File: config.mk
export PLATFORM = sky130hd
export DESIGN_NAME = irq_level_aggregator
export DESIGN_NICKNAME = d
export VERILOG_FILES = /design/src/rtl/irqagg_pkg.sv /design/src/rtl/irqagg_regs.sv /design/src/rtl/irqagg_status.sv /design/src/rtl/irq_level_aggregator.sv
export SDC_FILE = /design/constraint.sdc
export NUM_CORES = 1
export LEC_CHECK = 0
export BUFFER_PORTS_ARGS = -buffer_cell sky130_fd_sc_hd__buf_4
export CORE_ASPECT_RATIO = 0.8
export CORE_UTILIZATION = 50
export DETAILED_ROUTE_END_ITERATION = 16
export PLACE_DENSITY = 0.75
export REMOVE_ABC_BUFFERS = 1
export SETUP_SLACK_MARGIN = 0.02
export SLEW_MARGIN = 20
export SYNTH_ARGS = -nofsm -noshare
export SYNTH_HDL_FRONTEND = slang
export SYNTH_SLANG_ARGS = --single-unit
File: constraint.sdc
create_clock -name clk -period 2.5 [get_ports clk]
set_clock_uncertainty 0.15 [all_clocks]
set_input_delay 0.25 -clock clk [delete_from_list [all_inputs] [get_ports clk]]
set_output_delay 0.25 -clock clk [all_outputs]
set_load 0.01 [all_outputs]
File: src/rtl/irqagg_pkg.sv
// Package irqagg_pkg
// Shared constants and the register-select type for the interrupt aggregator.
// Assumes byte addressing with 32-bit register words.
package irqagg_pkg;

    localparam int unsigned WORD_W  = 32;
    localparam int unsigned MAX_SRC = 64;

    localparam logic [7:0] OFS_ENABLE  = 8'h00;
    localparam logic [7:0] OFS_MASK    = 8'h08;
    localparam logic [7:0] OFS_STATUS  = 8'h30;
    localparam logic [7:0] OFS_HI_STEP = 8'h04;

    typedef enum logic [2:0] {
        SEL_NONE,
        SEL_EN_LO,
        SEL_EN_HI,
        SEL_MK_LO,
        SEL_MK_HI,
        SEL_ST_LO,
        SEL_ST_HI
    } reg_sel_e;

endpackage

File: src/rtl/irqagg_regs.sv
// Module irqagg_regs
// Enable and mask register bits. A flop is built only for line positions
// below NUM_SRC; absent positions are tied to zero.
// Assumes wr_en is already qualified to the APB access phase.
module irqagg_regs
    import irqagg_pkg::*;
#(
    parameter int unsigned NUM_SRC = 40
) (
    input  logic              clk,
    input  logic              rst_n,
    input  logic              wr_en,
    input  reg_sel_e          sel,
    input  logic [WORD_W-1:0] wdata,
    output logic [MAX_SRC-1:0] enable_vec,
    output logic [MAX_SRC-1:0] mask_vec
);

    localparam logic [MAX_SRC-1:0] LIVE =
        (NUM_SRC >= MAX_SRC) ? {MAX_SRC{1'b1}} : ((64'd1 << NUM_SRC) - 64'd1);

    for (genvar i = 0; i < MAX_SRC; i++) begin : g_bit
        localparam int unsigned BITPOS = i % WORD_W;
        localparam reg_sel_e EN_SEL = (i < WORD_W) ? SEL_EN_LO : SEL_EN_HI;
        localparam reg_sel_e MK_SEL = (i < WORD_W) ? SEL_MK_LO : SEL_MK_HI;
        if (i < NUM_SRC) begin : g_live
            // Enable flop for line i: loads on an access-phase write to its word.
            always_ff @(posedge clk) begin
                if (!rst_n)
                    enable_vec[i] <= 1'b0;
                else if (wr_en && sel == EN_SEL)
                    enable_vec[i] <= wdata[BITPOS];
            end
            // Mask flop for line i: loads on an access-phase write to its word.
            always_ff @(posedge clk) begin
                if (!rst_n)
                    mask_vec[i] <= 1'b0;
                else if (wr_en && sel == MK_SEL)
                    mask_vec[i] <= wdata[BITPOS];
            end
        end else begin : g_absent
            assign enable_vec[i] = 1'b0;
            assign mask_vec[i]   = 1'b0;
        end
    end

    AST_EN_LO_WRITE: assert property (@(posedge clk) disable iff (!rst_n)
        (wr_en && sel == SEL_EN_LO) |=> (enable_vec[31:0] == ($past(wdata) & LIVE[31:0])));
    AST_EN_HI_WRITE: assert property (@(posedge clk) disable iff (!rst_n)
        (wr_en && sel == SEL_EN_HI) |=> (enable_vec[63:32] == ($past(wdata) & LIVE[63:32])));
    AST_MK_LO_WRITE: assert property (@(posedge clk) disable iff (!rst_n)
        (wr_en && sel == SEL_MK_LO) |=> (mask_vec[31:0] == ($past(wdata) & LIVE[31:0])));
    AST_HOLD_NO_WRITE: assert property (@(posedge clk) disable iff (!rst_n)
        !wr_en |=> ($stable(enable_vec) && $stable(mask_vec)));

endmodule

File: src/rtl/irqagg_status.sv
// Module irqagg_status
// Registers the interrupt lines once, forms the final status from them and
// the enable/mask bits, and registers the OR of status as the combined request.
// Assumes the lines are level-sensitive and already synchronous to clk.
module irqagg_status
    import irqagg_pkg::*;
#(
    parameter int unsigned NUM_SRC = 40
) (
    input  logic               clk,
    input  logic               rst_n,
    input  logic [NUM_SRC-1:0] src_i,
    input  logic [MAX_SRC-1:0] enable_vec,
    input  logic [MAX_SRC-1:0] mask_vec,
    output logic [MAX_SRC-1:0] status_vec,
    output logic               irq_o
);

    logic [NUM_SRC-1:0] src_q;
    logic [MAX_SRC-1:0] src_wide;

    // Input stage: one register on every line.
    always_ff @(posedge clk) begin
        if (!rst_n) src_q <= '0;
        else        src_q <= src_i;
    end

    assign src_wide = MAX_SRC'(src_q);

    // Final status: raised, enabled and not masked.
    always_comb status_vec = src_wide & enable_vec & ~mask_vec;

    // Combined request: OR of status, one cycle later.
    always_ff @(posedge clk) begin
        if (!rst_n) irq_o <= 1'b0;
        else        irq_o <= |status_vec;
    end

    AST_IRQ_RISE: assert property (@(posedge clk) disable iff (!rst_n)
        (|status_vec) |=> irq_o);
    AST_IRQ_FALL: assert property (@(posedge clk) disable iff (!rst_n)
        !(|status_vec) |=> !irq_o);
    AST_STATUS_NEEDS_LEVEL: assert property (@(posedge clk) disable iff (!rst_n)
        ((status_vec[NUM_SRC-1:0] & ~$past(src_i)) == '0));

endmodule

File: src/rtl/irq_level_aggregator.sv
// Module irq_level_aggregator
// Top level: APB slave decode and read mux around the enable/mask register
// file and the status logic. Zero wait states, no error response.
// Assumes ADDR_W >= 8; addresses with any bit above bit 7 set decode to nothing.
module irq_level_aggregator
    import irqagg_pkg::*;
#(
    parameter int unsigned NUM_SRC = 40,
    parameter int unsigned ADDR_W  = 8
) (
    input  logic               clk,
    input  logic               rst_n,
    input  logic               psel,
    input  logic               penable,
    input  logic               pwrite,
    input  logic [ADDR_W-1:0]  paddr,
    input  logic [WORD_W-1:0]  pwdata,
    output logic [WORD_W-1:0]  prdata,
    output logic               pready,
    output logic               pslverr,
    input  logic [NUM_SRC-1:0] src_i,
    output logic               irq_o
);

    localparam logic [MAX_SRC-1:0] LIVE =
        (NUM_SRC >= MAX_SRC) ? {MAX_SRC{1'b1}} : ((64'd1 << NUM_SRC) - 64'd1);

    reg_sel_e           sel;
    logic               wr_en;
    logic [MAX_SRC-1:0] enable_vec;
    logic [MAX_SRC-1:0] mask_vec;
    logic [MAX_SRC-1:0] status_vec;

    // Address decode onto the six defined words.
    always_comb begin
        sel = SEL_NONE;
        if ((paddr >> 8) == '0) begin
            case (paddr[7:0])
                OFS_ENABLE:               sel = SEL_EN_LO;
                OFS_ENABLE + OFS_HI_STEP: sel = SEL_EN_HI;
                OFS_MASK:                 sel = SEL_MK_LO;
                OFS_MASK + OFS_HI_STEP:   sel = SEL_MK_HI;
                OFS_STATUS:               sel = SEL_ST_LO;
                OFS_STATUS + OFS_HI_STEP: sel = SEL_ST_HI;
                default:                  sel = SEL_NONE;
            endcase
        end
    end

    assign wr_en   = psel && penable && pwrite;
    assign pready  = 1'b1;
    assign pslverr = 1'b0;

    irqagg_regs #(.NUM_SRC(NUM_SRC)) u_regs (
        .clk        (clk),
        .rst_n      (rst_n),
        .wr_en      (wr_en),
        .sel        (sel),
        .wdata      (pwdata),
        .enable_vec (enable_vec),
        .mask_vec   (mask_vec)
    );

    irqagg_status #(.NUM_SRC(NUM_SRC)) u_status (
        .clk        (clk),
        .rst_n      (rst_n),
        .src_i      (src_i),
        .enable_vec (enable_vec),
        .mask_vec   (mask_vec),
        .status_vec (status_vec),
        .irq_o      (irq_o)
    );

    // Read mux: selected word during a read, zero otherwise.
    always_comb begin
        prdata = '0;
        if (psel && !pwrite) begin
            case (sel)
                SEL_EN_LO: prdata = enable_vec[31:0];
                SEL_EN_HI: prdata = enable_vec[63:32];
                SEL_MK_LO: prdata = mask_vec[31:0];
                SEL_MK_HI: prdata = mask_vec[63:32];
                SEL_ST_LO: prdata = status_vec[31:0];
                SEL_ST_HI: prdata = status_vec[63:32];
                default:   prdata = '0;
            endcase
        end
    end

    AST_MASK_SUPPRESS: assert property (@(posedge clk) disable iff (!rst_n)
        ((status_vec & mask_vec) == '0));
    AST_ABSENT_READ_ZERO: assert property (@(posedge clk) disable iff (!rst_n)
        (psel && !pwrite && sel == SEL_EN_HI) |-> ((prdata & ~LIVE[63:32]) == '0));
    AST_UNDEF_READ_ZERO: assert property (@(posedge clk) disable iff (!rst_n)
        (psel && !pwrite && sel == SEL_NONE) |-> (prdata == '0));

endmodule

Yosys cells after proc, flatten, opt, wreduce, memory -nomap -nowiden:

Index checks and enable logic that the tools add are counted.

* register bits after elaboration: 121

* eq/ne operators: 11
* mux-type cells: 3
* bitwise gates (word level): 3
* reduce and logical (&&, ||, !) cells: 10

Operators by type and width (number)
* $pmux W32 S6: 1
* $and A64 B64 Y64: 1
* $not A40 Y64: 1
* $reduce_or A64 Y1: 1
* $and A40 B40 Y40: 1
* $mux W32: 1
* $pmux W3 S6: 1
* $eq A8 B4 Y1 const B: 2
* $eq A8 B6 Y1 const B: 2
* $eq A3 B3 Y1 const B: 3
* $eq A8 B3 Y1 const B: 1
* $logic_not A8 Y1: 1
* $logic_and A1 B1 Y1: 7
* $eq A3 B2 Y1 const B: 2
* $eq A3 B1 Y1 const B: 1
* $logic_not A1 Y1: 1

Logic depth before layout (Yosys ltp):

* word-level depth: 5
* gate-level depth with buffers: 6
* depth with buffers taken out: 4

Hierarchy:

From an unflattened synthesis, not the netlist that was laid out.

* cell total of the unflattened synthesis: 779
* area, all modules: 6794.0 um2

Modules (own cells, without submodules)
* irqagg_regs: sequential area each 1601.5 um2, cells each 346, area an instance 3363.2 um2, times used 1
* irqagg_status: sequential area each 820.8 um2, cells each 204, area an instance 1781.7 um2, times used 1
* irq_level_aggregator: sequential area each 0.0 um2, cells each 229, area an instance 1649.1 um2, times used 1

Least setup slack after synthesis:

Ideal clock, no wire load.

* path kind: input port to output port
* from: input port paddr[7]
* to: output port prdata[11]
* data arrival time: 1.683 ns
* path slack: 0.417 ns
* data required time: 2.100 ns
* stages: 6
* cells stage by stage: or4_4 buf_6 nor4_1 clkbuf_1 a32oi_1 nor2_1

* word-level cells in the longest chain between the ends: 5
* elaborated cells on any way between the ends: 15
* classes of those cells: 11 x eq/ne; 3 x mux; 1 x reduce/logical

Ends and longest elaborated chain
* start, declared: line irq_level_aggregator.sv:16 `input logic [ADDR_W-1:0] paddr,`
* $eq A8 B6 Y1 (tied with other cells): line irq_level_aggregator.sv:38 `case (paddr[7:0])`
* $pmux W3 S6 (*): line irq_level_aggregator.sv:38
* $eq A3 B3 Y1 (tied with other cells): line irq_level_aggregator.sv:78 `case (sel)`
* $pmux W32 S6 (*): line irq_level_aggregator.sv:78
* $mux W32 (*): line irq_level_aggregator.sv:77 `if (psel && !pwrite) begin`
* end, declared: line irq_level_aggregator.sv:18 `output logic [WORD_W-1:0] prdata,`

Every way passes the cells marked *; elsewhere a longest branch is shown, timed or not.

Final worst setup path:

* from: input port paddr[7]
* to: output port prdata[28]

The elaborated chain is that of the path after synthesis.

==> flow_summary.yaml <==
synth:
  synth_top_flop_cell: "dfxtp_1"
  ys_ff_latch: 121
  seq_area_frac_synth_pct: 45.2
  synth_top_family_by_area: "simple AND/OR/NAND/NOR gates"
  synth_xor_area_share_pct: 0
  synth_fa_ha_area_share_pct: 0
  syn_inst: 635
  synth.area.mux_share_pct: 9.10
  synth_compound_area_share_pct: 14.0
  ys_warn_count: 0
  synth.distinct_cells: 38
  yosys.area_share.simple_pct: 27.9
  netlist_area_um2: 5360
  synthArstFlopShare_pct: 0
  synth_edf_count: 0
  syn_area_per_cell_um2: 8.45
power:
  seqPwrFrac_pct: 43.6
  power.switching_uw: 943
  p_comb_share_pct: 7.6
  ir_drop_mv: 0.533
  clkPwrFrac_pct: 48.8
  p_leak_uw: 0.00298
  internal_power_uw: 3600
  powerDensity_nw_per_um2: 591
  sw_frac_of_total_pct: 20.7
clock_network:
  cts.path.max_buffers: 2
  cts_buffers: 17
  htree_levels: 4
  clock_sinks: 121
  post-cts-setup-buffers: 0
  clk_pin_slew_ns: 0.05
  cts_resized: 0
  clk_latency_ns: 0.41
  cts_tree: "done"
  cts-hold-fix-buffers: 72
  cts_root_buf: "clkbuf_16"
placed_design:
  dpl.hpwl_mm: 10.6
  preCtsSetupSlack_ns: 0.274
  io_buffers: 117
  place_congestion: 0.900
die:
  num_io_pins: 120
  die-area_um2: 11100
  initial_core_util_pct: 52.0
  die_x_um: 118
  rows: 33
  coreArea_um2: 10300
  die_h_um: 94.6
hold_path:
  hold_depth: 2
  hold_class: "in -> reg"
cells_and_area:
  drive_above_1_share_pct: 21.3
  synthToLayoutAreaGrowth_pct: 43.5
  n_antenna_cell: 0
  final_util_pct: 74.5
  fin_nets: 912
  n_fill_cell: 763
timing:
  hold_viol_final: 0
  finalSetupTns_ns: 0
  hold_slack_ns: 0.159
  post-route-period-util_pct: 90.3
  relSlewSlack_pct: 55.1
  slew_viol_final: 0
  max_freq_ghz: 0.443
  fin_ws_ns: 0.242
  tightest_slew_ns: 0.673
  period_needed_ns: 2.26
  finalSetupViolCount: 0
  rsz0062_at_grt: "no"
setup_path:
  cp_data_arrival_time_ns: 1.86
  cp-start-kind: "input pin"
  end_kind: "output pin"
  reg2reg_depth: 4
  cp.required_ns: 2.10
  cp_max_fo: 11
  path_class: "in -> out"
routing:
  routed_wl_mm: 16.4
  drt_pass1_iterations: 6
  highest_layer: "met4"
  route.met2.wl_mm: 7.79
  drt_iter0_markers: 497
  routedWlPerCell_um: 16.9
  vias: 5433
  drcViolationCount: 0
  viasPerCell: 5.57
  wl_met1_mm: 7.09
  postRouteAntennaNets: 0
  dr_wl_met3_mm: 1.32
global_route:
  grt_pass1_wl_mm: 26.5
  grtUsageTotal_pct: 30.7
  antenna_found_initial: 0
  grt_pass1_vias: 5487
  grt_overflow: 0
  grt_max_degree: 47
status:
  outcome: "completed"
flow_run:
  max_cap_viol_count: 0
-- worst paths after layout --
kind	from	to	slack, ns
hold reg to reg	u_regs.mask_vec[12]	u_regs.mask_vec[12]	0.32
hold / removal	rst_n	u_status.src_q[20]	0.16
setup reg to reg	u_regs.mask_vec[37]	u_status.irq_o	0.95
setup / recovery	paddr[7]	prdata[28]	0.24
-- power by group through the flow --
stage | clock network, uW | registers, uW | logic (uW)
3_3_place_gp | 0 | 2020 | 243
5_1_grt | 2340 | 1980 | 369
3_5_place_dp | 0 | 2020 | 248
2_1_floorplan | 0 | 2010 | 76.7
6_report | 2220 | 1980 | 345
4_1_cts | 2240 | 1980 | 339
-- registers in the layout (all words and copies together) (netlist names) --
name	count
u_regs.enable_vec	40
u_regs.mask_vec	40
u_status.irq_o	1
u_status.src_q	40
-- routing by layer --
layer  track usage, %  up-vias
met2             53.7      271
met4             12.6        0
met5                0        -
li1                 -     2582
met3             6.82       29
met1             36.8     2551
-- cell usage after synthesis, types with 2 or more instances --
master | number | area [um^2]
a21oi_1 | 68 | 340
a22oi_1 | 7 | 52.6
a31oi_1 | 2 | 12.5
a32oi_1 | 10 | 87.6
and2_1 | 40 | 250
and3_1 | 2 | 12.5
and4_1 | 2 | 17.5
buf_1 | 2 | 7.51
buf_2 | 6 | 30.0
buf_4 | 2 | 15.0
clkbuf_1 | 30 | 113
conb_1 | 2 | 7.51
dfxtp_1 | 121 | 2420
inv_1 | 4 | 15.0
inv_2 | 2 | 7.51
mux2i_1 | 42 | 420
mux4_2 | 3 | 67.6
nand2_1 | 136 | 510
nand2b_1 | 10 | 62.6
nand3_1 | 2 | 10.0
nand3b_1 | 36 | 270
nand4_1 | 11 | 68.8
nor2_1 | 47 | 176
nor2b_1 | 2 | 12.5
nor3_2 | 2 | 20.0
nor4_1 | 3 | 18.8
o2111ai_1 | 4 | 35.0
o21ai_0 | 11 | 55.1
o22a_1 | 13 | 114
o2bb2ai_1 | 5 | 43.8
-- worst max-delay path: stages --
cell and delay, ns:
buf_4 0.12, or4_4 0.59, nor4_1 0.21, buf_4 0.25, nand2_1 0.07, a31oi_1 0.20, buf_4 0.16
-- logic make-up (layout without fill, tap and decap cells) --
logic type      after synthesis  count (layout)
mux                          45              45
compound gates              121             121
buf+inv                      47             247
flops                       121             121
simple gates                299             299
other cells                   2               2
-- cell type report --
cell class	count	area (um^2)	area share (%)
clock buffers	23	488	6.34
multi-input cells	467	2740	35.6
repair buffers	214	1800	23.4
clock inverters	4	45.0	0.585
well taps	140	175	2.28
flip-flops and latches	121	2420	31.5
inverters	6	22.5	0.293
-- per-stage QoR --
stage	std cells	total power, uW	area, um^2
global route	975	4690	7690
CTS	975	4560	7690
floorplan	594	2090	5190
finish	975	4550	7690
detailed placement	876	2270	6440
global placement	876	2260	6440
-- cells in the final DEF (no fill, tap or decap), drive strengths merged --
master,n
a32oi,10
nand2b,10
buf,142
and3,2
a22oi,7
nand4,11
nor4,5
nor2b,2
nor2,47
conb,2
a31oi,2
o21ai,11
clkinv,3
nand2,136
dfxtp,121
o2111ai,4
mux2i,42
or4,1
and2,40
dlygate4sd3,72
nand4b,1
inv,6
nor3,2
a222oi,1
or3,1
mux4,3
o2bb2ai,5
a21oi,68
nand3,2
or2,1
o22a,13
bufinv,1
nand3b,36
clkbuf,23
and4,2
Power figures use the tool's default switching activity.
